$ cat src/rtl/line_codec.sv
module line_codec #(
  parameter int OSR_FM  = 16,
  parameter int OSR_NRZ = 32
) (
  input  logic       clk,
  input  logic       rst_n,
  input  logic [1:0] mode,
  input  logic       ext_sel,
  input  logic       ext_bclk,
  input  logic       tx_bit,
  input  logic       tx_stb,
  output logic       tx_line,
  input  logic       rx_line,
  output logic       rx_bit,
  output logic       rx_vld,
  output logic       clk_miss
);
  localparam int OSR_MAX = (OSR_NRZ > OSR_FM) ? OSR_NRZ : OSR_FM;
  localparam int CW = $clog2(OSR_MAX);
  localparam logic [CW-1:0] FM_Q  = CW'(OSR_FM / 4);
  localparam logic [CW-1:0] FM_H  = CW'(OSR_FM / 2);
  localparam logic [CW-1:0] FM_Q3 = CW'(3 * OSR_FM / 4);
  localparam logic [CW-1:0] NZ_H  = CW'(OSR_NRZ / 2);
  localparam logic [CW-1:0] FM_L  = CW'(OSR_FM - 1);
  localparam logic [CW-1:0] NZ_L  = CW'(OSR_NRZ - 1);

  wire fm   = (mode == 2'b10);
  wire nrzi = (mode == 2'b01);

  // transmit encoder
  logic [CW-1:0] hc;
  always_ff @(posedge clk or negedge rst_n) begin
    if (!rst_n) begin
      tx_line <= 1'b1;
      hc      <= '0;
    end else if (tx_stb) begin
      if (fm) begin
        tx_line <= ~tx_line;
        hc      <= tx_bit ? '0 : FM_H;
      end else begin
        hc <= '0;
        if (nrzi) begin
          if (!tx_bit) tx_line <= ~tx_line;
        end else begin
          tx_line <= tx_bit;
        end
      end
    end else if (hc != '0) begin
      hc <= hc - 1'b1;
      if (hc == CW'(1) && fm) tx_line <= ~tx_line;
    end
  end


  nrz_follow_chk: assert property (@(posedge clk) disable iff (!rst_n)
    (mode == 2'b00 && tx_stb) |=> tx_line == $past(tx_bit));

  nrz_hold_chk: assert property (@(posedge clk) disable iff (!rst_n)
    (mode == 2'b00 && !tx_stb) |=> $stable(tx_line));

  nrzi_zero_chk: assert property (@(posedge clk) disable iff (!rst_n)
    (mode == 2'b01 && tx_stb && !tx_bit) |=> tx_line != $past(tx_line));

  nrzi_one_chk: assert property (@(posedge clk) disable iff (!rst_n)
    (mode == 2'b01 && tx_stb && tx_bit) |=> $stable(tx_line));

  fm_boundary_chk: assert property (@(posedge clk) disable iff (!rst_n)
    (mode == 2'b10 && tx_stb) |=> tx_line != $past(tx_line));

  // receive synchronizers
  logic s1, rxs, rxd, e1, e2, e3;
  always_ff @(posedge clk or negedge rst_n) begin
    if (!rst_n) begin
      {s1, rxs, rxd} <= 3'b111;
      {e1, e2, e3}   <= 3'b000;
    end else begin
      {s1, rxs, rxd} <= {rx_line, s1, rxs};
      {e1, e2, e3}   <= {ext_bclk, e1, e2};
    end
  end

  // phase counter
  logic [CW-1:0] cnt;
  logic          hunt, bnd;
  logic [1:0]    miss;
  wire [CW-1:0] last    = fm ? FM_L : NZ_L;
  wire          edge_d  = !ext_sel && (rxs ^ rxd);
  wire          late_w  = (cnt != '0) && (fm ? (cnt < FM_Q) : (cnt < NZ_H));
  wire          early_w = fm ? (cnt >= FM_Q3) : (cnt >= NZ_H);
  wire          check   = fm && !ext_sel && (cnt == FM_H);

  always_ff @(posedge clk or negedge rst_n) begin
    if (!rst_n)                 cnt <= '0;
    else if (edge_d && hunt)    cnt <= CW'(1);
    else if (edge_d && late_w)  cnt <= cnt;
    else if (edge_d && early_w) cnt <= (cnt >= last) ? CW'(1) :
                                       (cnt == last - 1'b1) ? '0 : cnt + 2'd2;
    else                        cnt <= (cnt >= last) ? '0 : cnt + 1'b1;
  end

  always_ff @(posedge clk or negedge rst_n) begin
    if (!rst_n) begin
      hunt <= 1'b1;
      bnd  <= 1'b0;
      miss <= 2'd0;
    end else begin
      if (edge_d) hunt <= 1'b0;
      else if (check && !bnd && miss == 2'd1) hunt <= 1'b1;
      if (!fm || ext_sel) begin
        miss <= 2'd0;
        bnd  <= 1'b0;
      end else if (edge_d && (hunt || late_w || early_w || cnt == '0)) begin
        bnd <= 1'b1;
        if (hunt) miss <= 2'd0;
      end else if (check) begin
        bnd  <= 1'b0;
        miss <= bnd ? 2'd0 : ((miss == 2'd2) ? 2'd2 : miss + 2'd1);
      end
    end
  end
  assign clk_miss = (miss == 2'd2);


  miss_mode_chk: assert property (@(posedge clk) disable iff (!rst_n)
    (mode != 2'b10 || ext_sel) |=> !clk_miss);

  // decision
  logic q, ps;
  always_ff @(posedge clk or negedge rst_n) begin
    if (!rst_n) begin
      rx_vld <= 1'b0;
      rx_bit <= 1'b0;
      q      <= 1'b1;
      ps     <= 1'b1;
    end else begin
      rx_vld <= 1'b0;
      if (ext_sel) begin
        if (e2 && !e3) begin
          rx_vld <= 1'b1;
          rx_bit <= nrzi ? (rxs == ps) : rxs;
          ps     <= rxs;
        end
      end else if (fm) begin
        if (cnt == FM_Q) q <= rxs;
        if (cnt == FM_Q3) begin
          rx_vld <= 1'b1;
          rx_bit <= (rxs == q);
        end
      end else if (cnt == NZ_H) begin
        rx_vld <= 1'b1;
        rx_bit <= nrzi ? (rxs == ps) : rxs;
        ps     <= rxs;
      end
    end
  end


  vld_pulse_chk: assert property (@(posedge clk) disable iff (!rst_n)
    rx_vld |=> !rx_vld);
endmodule

$ cat config.mk
export PLATFORM = sky130hd
export DESIGN_NAME = line_codec
export DESIGN_NICKNAME = d
export VERILOG_FILES = /design/src/rtl/line_codec.sv
export SDC_FILE = /design/constraint.sdc
export NUM_CORES = 1
export LEC_CHECK = 0
export BUFFER_PORTS_ARGS = -buffer_cell sky130_fd_sc_hd__buf_2
export CORE_MARGIN = 5
export CORE_UTILIZATION = 36
export DETAILED_ROUTE_END_ITERATION = 16
export GPL_ROUTABILITY_DRIVEN = 0
export SLEW_MARGIN = 20
export SYNTH_ARGS = -nofsm -noshare
export SYNTH_HDL_FRONTEND = slang
export SYNTH_SLANG_ARGS = --single-unit
$ cat constraint.sdc
create_clock -name clk -period 2.5 [get_ports clk]
set_input_delay 0.125 -clock clk [delete_from_list [all_inputs] [get_ports clk]]
set_output_delay 0.125 -clock clk [all_outputs]
set_load 0.01 [all_outputs]
==> results.json, run 1 <==
{
  "status": "finished, final reports clean",
  "netlist_top_cells_count": "sky130_fd_sc_hd__dfrtp_1, sky130_fd_sc_hd__nor2_1, sky130_fd_sc_hd__inv_1",
  "crit_arrival_ns": 2.26,
  "synth_cell_types": 52,
  "post_synth_main_area_contributors": "sky130_fd_sc_hd__dfrtp_1, sky130_fd_sc_hd__dfstp_2, sky130_fd_sc_hd__ha_1",
  "finish.net_count": 193,
  "postSynthAreaPerCell_um2": 10.1,
  "worst_r2r_startpoint": "cnt[0]",
  "floorplan.die.width_um": 76.3,
  "vias": 1208,
  "syn_to_final_growth_pct": 11.5,
  "share_of_total_power_consumed_by_net_switching": 0.412,
  "grt_start_max_net_pins": 26,
  "fmax_mhz": 476,
  "timing.final.max_slew_violations": 0,
  "switching_power_summed_over_all_nets_mw": 0.694,
  "power_mw": 1.69,
  "layout_worst_path_cycle_share": 0.840,
  "ctsHtreeMaxLevel": 1,
  "finalInstanceArea_um2": 1760,
  "clock_tree.root_cell": "sky130_fd_sc_hd__clkbuf_8",
  "avgRoutedWirePerCell_um": 14.7,
  "rows": 24,
  "setup_viol": 0,
  "fin_setup_tns_ns": 0,
  "first_pass_iters": 4,
  "io_buffer_count": 12,
  "drt_wl_total_um": 3290,
  "timing.critical_path.to_type": "flop",
  "remaining_drc_errors": 0,
  "vdd_ir_drop_max_uv": 542,
  "cts.sink_count": 25,
  "worst_slew_pin_slew_ns": 0.550,
  "diodes_inserted": 0,
  "number_of_global_route_vias_before_repair": 1268,
  "synth_most_common_cell": "sky130_fd_sc_hd__dfrtp_1",
  "floorplan.initialDensity": 0.366,
  "number_of_antenna_violations_at_the_first_check_in_global_routing": 0,
  "min_period_ns": 2.10,
  "seq_area_frac_synth": 0.401,
  "post_syn_nets": 176,
  "synth.top_cell.area_share": 0.285,
  "insertion_delay_ns": 0.27,
  "die_height_um": 76.3,
  "number_of_hold_violations_in_the_final_report": 0,
  "synth.ff_latch_count": 25,
  "synth_flop_cell": "sky130_fd_sc_hd__dfrtp_1",
  "timing.hold.worst.class": "input pin to flop",
  "netlist_instances": 156,
  "placed_area_um2": 1680,
  "powerDensity_nw_per_um2": 955,
  "synth_enable_flop_cells": 0,
  "p_comb_frac": 0.452,
  "drive_above_1_share": 0.215,
  "power_frac_seq": 0.397,
  "postCtsSetupRepairBufs": 0,
  "hold_start": "tx_stb",
  "drtIter0Drc": 53,
  "global_route.usage.total": 0.115,
  "grt.overflow.total": 0,
  "slew-limit-headroom": 0.633,
  "critical_path_class": "flop to flop",
  "ioPinCount": 13,
  "critPathMaxFanout": 8,
  "cell_internal_pwr_mw": 0.992,
  "clock-skew-final_ns": 0.00270,
  "clock_path_buffers": 2,
  "synthDominantAreaCellType": "sky130_fd_sc_hd__dfrtp_1",
  "detailedPlacementHpwl_um": 2480,
  "cp_data_required_time_ns": 2.67,
  "synthesis.area_um2": 1580,
  "grt_pass1_wl_um": 5690,
  "asyncSetResetFlopFracSynth": 1.00,
  "drtAntennaViolNets": 0,
  "start_kind": "flop",
  "p_leak_nw": 0.770,
  "count_of_maximum_capacitance_violations": 0,
  "die-area_um2": 5820,
  "dr_vias_cell": 5.39,
  "cp-startpoint": "cnt[0]",
  "tritoncts_clock_tree": "yes",
  "path_clk_slew_ns": 0.10,
  "cts_made_buffers": 3,
  "clkPwrFrac": 0.151,
  "design.core.area_um2": 4320,
  "yosys_warnings": 0,
  "rsz_0062_raised_after_global_routing": "false"
}
[final timing paths]
path                                end  slack (ns)  cells past startpoint
worst min-delay path            tx_line         0.1                      2
max in group asynchronous       tx_line        1.76                      2
worst min register to register       e2        0.36                      0
min in group asynchronous            e2        0.37                      2
worst max-delay path            miss[1]        0.40                      6
worst max register to register  miss[1]        0.40                      6
[per-stage QoR]
step	worst slack, ns	cells	utilization	hold WS (ns)
CTS	0.435	224	0.408	0.0987
finish	0.401	224	0.408	0.0993
global route	0.273	224	0.408	0.106
global placement	0.545	217	0.389	0.144
floorplan	0.680	156	-	-0.171
detailed placement	0.442	217	0.389	0.148
[sequential cells by signal (all words and copies together) (netlist names)]
signal and count:
cnt 5, hc 5, miss 2, bnd 1, e1 1, e2 1
e3 1, hunt 1, ps 1, q 1, rx_bit 1, rx_vld 1
rxd 1, rxs 1, s1 1, tx_line 1
[metal layers]
metal  global-route usage  vias up  share of wire
li1                     -      592              -
met1                0.141      590           0.46
met2                0.199       18           0.49
met3               0.0189        8          0.017
met4               0.0472        0          0.027
met5                    0        -              0
[cell type report]
class                      count  area [um2]
clock buffer                   3        41.3
timing repair buffer          17         105
clock inverter                 1        8.76
tap                           52        65.1
inverter                      13        48.8
fill                         443        2560
sequential                    25         634
multi-input combinational    113         861
[layout by cell type, fill, tap and decap left out, types with 3 or more instances in the layout]
cell type and instances:
sky130_fd_sc_hd__a21oi_1 5, sky130_fd_sc_hd__a22o_1 3, sky130_fd_sc_hd__a22oi_1 4, sky130_fd_sc_hd__buf_2 12, sky130_fd_sc_hd__clkbuf_8 3, sky130_fd_sc_hd__dfrtp_1 18, sky130_fd_sc_hd__dfstp_2 7, sky130_fd_sc_hd__dlygate4sd3_1 3
sky130_fd_sc_hd__ha_1 11, sky130_fd_sc_hd__inv_1 13, sky130_fd_sc_hd__nand2_1 8, sky130_fd_sc_hd__nand2b_1 6, sky130_fd_sc_hd__nand3_1 5, sky130_fd_sc_hd__nand4_1 3, sky130_fd_sc_hd__nor2_1 14, sky130_fd_sc_hd__nor3_1 4
sky130_fd_sc_hd__o21ai_0 3, sky130_fd_sc_hd__xnor2_1 5, sky130_fd_sc_hd__xor2_1 3
[cells by family (layout without fill, tap and decap cells)]
family / Yosys count / after routing / synth area share
muxes: 5 / 5 / 0.0340
DFF: 25 / 25 / 0.401
xor gates and xnor gates: 9 / 9 / 0.0546
AOI/OAI and AO/OA: 32 / 32 / 0.168
adders and majority gates: 11 / 11 / 0.0870
buffers and inverters: 18 / 34 / 0.0553
and+or+nand+nor: 56 / 56 / 0.200
[critical path: stages (launching register included)]
cell,delay (ns)
sky130_fd_sc_hd__dfrtp_1,0.52
sky130_fd_sc_hd__inv_1,0.13
sky130_fd_sc_hd__ha_1,0.26
sky130_fd_sc_hd__nor3b_1,0.18
sky130_fd_sc_hd__a2111oi_2,0.48
sky130_fd_sc_hd__and3b_1,0.25
sky130_fd_sc_hd__a22o_1,0.18
[power by group through the flow]
stage                     Sequential (mW)  Clock, mW  Combinational, mW
after floorplan                     0.621          0              0.641
after global placement              0.660          0              0.723
after detailed placement            0.672          0              0.751
after CTS                           0.664      0.265              0.764
after global routing                0.687      0.282              0.852
final                               0.669      0.255              0.761
[repair_timing]
action | in CTS | in global routing
hold endpoints to repair | 20 | 0
hold buffers | 3 | 0
gates resized for setup | 0 | 0
(Power assumes the default switching activity.)
==> run 2, diff against run 1 <==
clock period = 2.06 ns   (was 2.5 ns; I/O delays follow)
==> run 2 against run 1 <==
Against the previous run:
- core utilization up 0.43 points
- combinational power up 30%
- routed wire length down 5.7%
- clock skew up 0.0023 ns
- critical path type unchanged
- highest routed layer unchanged
==> results.json, run 2 (synthesized netlist as in run 1, its figures left out) <==
{
  "status": "finished, final reports clean",
  "timing.final.max_slew_violations": 0,
  "post_cts_resize_count": 0,
  "final-instance-count-excl-fill": 227,
  "worst_r2r_startpoint": "cnt[0]",
  "min_period_ns": 1.88,
  "p_leak_nw": 0.785,
  "postCtsSetupRepairBufs": 0,
  "first_pass_iters": 4,
  "timing.critical_path.to_type": "flop",
  "finish.net_count": 196,
  "clock_path_buffers": 2,
  "io_buffer_count": 12,
  "grt_start_max_net_pins": 26,
  "setup_viol": 0,
  "fin_setup_tns_ns": 0,
  "holdBufCountCts": 3,
  "ctsHtreeMaxLevel": 1,
  "layout_common_cells": "sky130_fd_sc_hd__dfrtp_1, sky130_fd_sc_hd__nor2_1, sky130_fd_sc_hd__inv_1, sky130_fd_sc_hd__buf_2, sky130_fd_sc_hd__ha_1",
  "rows": 24,
  "floorplan.die.width_um": 76.3,
  "powerDensity_nw_per_um2": 1140,
  "syn_to_final_growth_pct": 12.6,
  "reg.largest.list": "cnt (5), hc (5), miss (2)",
  "fillerInstances": 431,
  "slew-limit-headroom": 0.629,
  "route.met3.wl_um": 48,
  "floorplan.initialDensity": 0.366,
  "critical_path_class": "flop to flop",
  "cell_breakdown_of_the_critical_path": "buf_4 -> ha_1 -> a22o_1 -> a31oi_4 -> and3_4 -> nor2_1 -> o32ai_1",
  "vdd_ir_drop_max_uv": 756,
  "path_clk_slew_ns": 0.08,
  "met2RoutedLength_um": 1600,
  "ioPinCount": 13,
  "clock_tree.root_cell": "sky130_fd_sc_hd__clkbuf_8",
  "number_of_hold_violations_in_the_final_report": 0,
  "count_of_maximum_capacitance_violations": 0,
  "drive_above_1_share": 0.229,
  "cp_data_required_time_ns": 2.23,
  "cts_made_buffers": 3,
  "die-area_um2": 5820,
  "cp-startpoint": "cnt[0]",
  "drtIter0Drc": 40,
  "worst_path_dominant_cell_family": "compound AO/OA/AOI/OAI gates",
  "die_height_um": 76.3,
  "insertion_delay_ns": 0.26,
  "detailedPlacementHpwl_um": 2400,
  "dpl.cell_count": 220,
  "diodes_inserted": 0,
  "critical_path.n_buffers_inverters": 1,
  "rsz_0062_raised_after_global_routing": "false",
  "vias": 1222,
  "global_route.usage.total": 0.110,
  "number_of_antenna_violations_at_the_first_check_in_global_routing": 0,
  "cpPeakStageDelay_ns": 0.38,
  "drt-met1-wl_um": 1420,
  "avgRoutedWirePerCell_um": 13.7,
  "tritoncts_clock_tree": "yes",
  "crit_arrival_ns": 2.05,
  "fmax_mhz": 532,
  "remaining_drc_errors": 0,
  "clock-skew-final_ns": 0.00498,
  "hold_start": "tx_stb",
  "start_kind": "flop",
  "timing.hold.worst.class": "input pin to flop",
  "layout_worst_path_cycle_share": 0.912,
  "dr_vias_cell": 5.38,
  "power_mw": 2.03,
  "worst_slew_pin_slew_ns": 0.556,
  "design.core.area_um2": 4320,
  "drtAntennaViolNets": 0,
  "grt.overflow.total": 0,
  "critPathSlowestCell": "sky130_fd_sc_hd__dfrtp_1",
  "mostFrequentLayoutCell": "sky130_fd_sc_hd__dfrtp_1",
  "drt_wl_total_um": 3100,
  "critPathMaxFanout": 7,
  "grt_pass1_wl_um": 5510,
  "number_of_global_route_vias_before_repair": 1239,
  "cts.sink_count": 25,
  "dr.max_layer_used": "met4"
}
-- run 2: cell count changes in the layout (fill, tap and decap cells not counted), sizes merged --
cell	delta
clkinv	+1
buf	+3
inv	-1
-- run 2: final timing paths --
check	endpoint	slack, ns	cells after the start
setup / recovery	cnt[3]	0.18	7
hold / removal	tx_line	0.09	2
setup reg to reg	cnt[3]	0.18	7
hold reg to reg	e2	0.36	0
max in group asynchronous	tx_line	1.32	2
min in group asynchronous	e1	0.35	2
-- run 2: power breakdown --
part           switching, mW  total, mW  internal [mW]
logic                  0.531      0.991          0.459
registers              0.125      0.758          0.633
clock network          0.151      0.286          0.135
total                  0.808       2.03           1.23
-- run 2: metal layers --
| metal | vias to the layer above | global-route usage |
|---|---|---|
| met2 | 13 | 0.196 |
| li1 | 600 | - |
| met3 | 4 | 0.0154 |
| met4 | 0 | 0.0280 |
| met1 | 605 | 0.139 |
| met5 | - | 0 |
-- run 2: area by class of cell --
class | count | area, um2 | area share
clock buffers | 3 | 41.3 | 0.0232
clock inverters | 1 | 5.00 | 0.00281
inverters | 13 | 48.8 | 0.0274
multi-input cells | 113 | 861 | 0.483
flip-flops and latches | 25 | 634 | 0.356
well taps | 52 | 65.1 | 0.0365
repair buffers | 20 | 128 | 0.0716
-- run 2: stage by stage --
stage               hold slack (ns)  area, um2  utilization  setup WS (ns)
floorplan                    -0.193       1580            -          0.240
global route                  0.101       1780        0.412         0.0662
CTS                          0.0808       1780        0.412          0.181
finish                       0.0852       1780        0.412          0.181
global placement              0.114       1710        0.395          0.148
detailed placement            0.131       1710        0.395          0.201
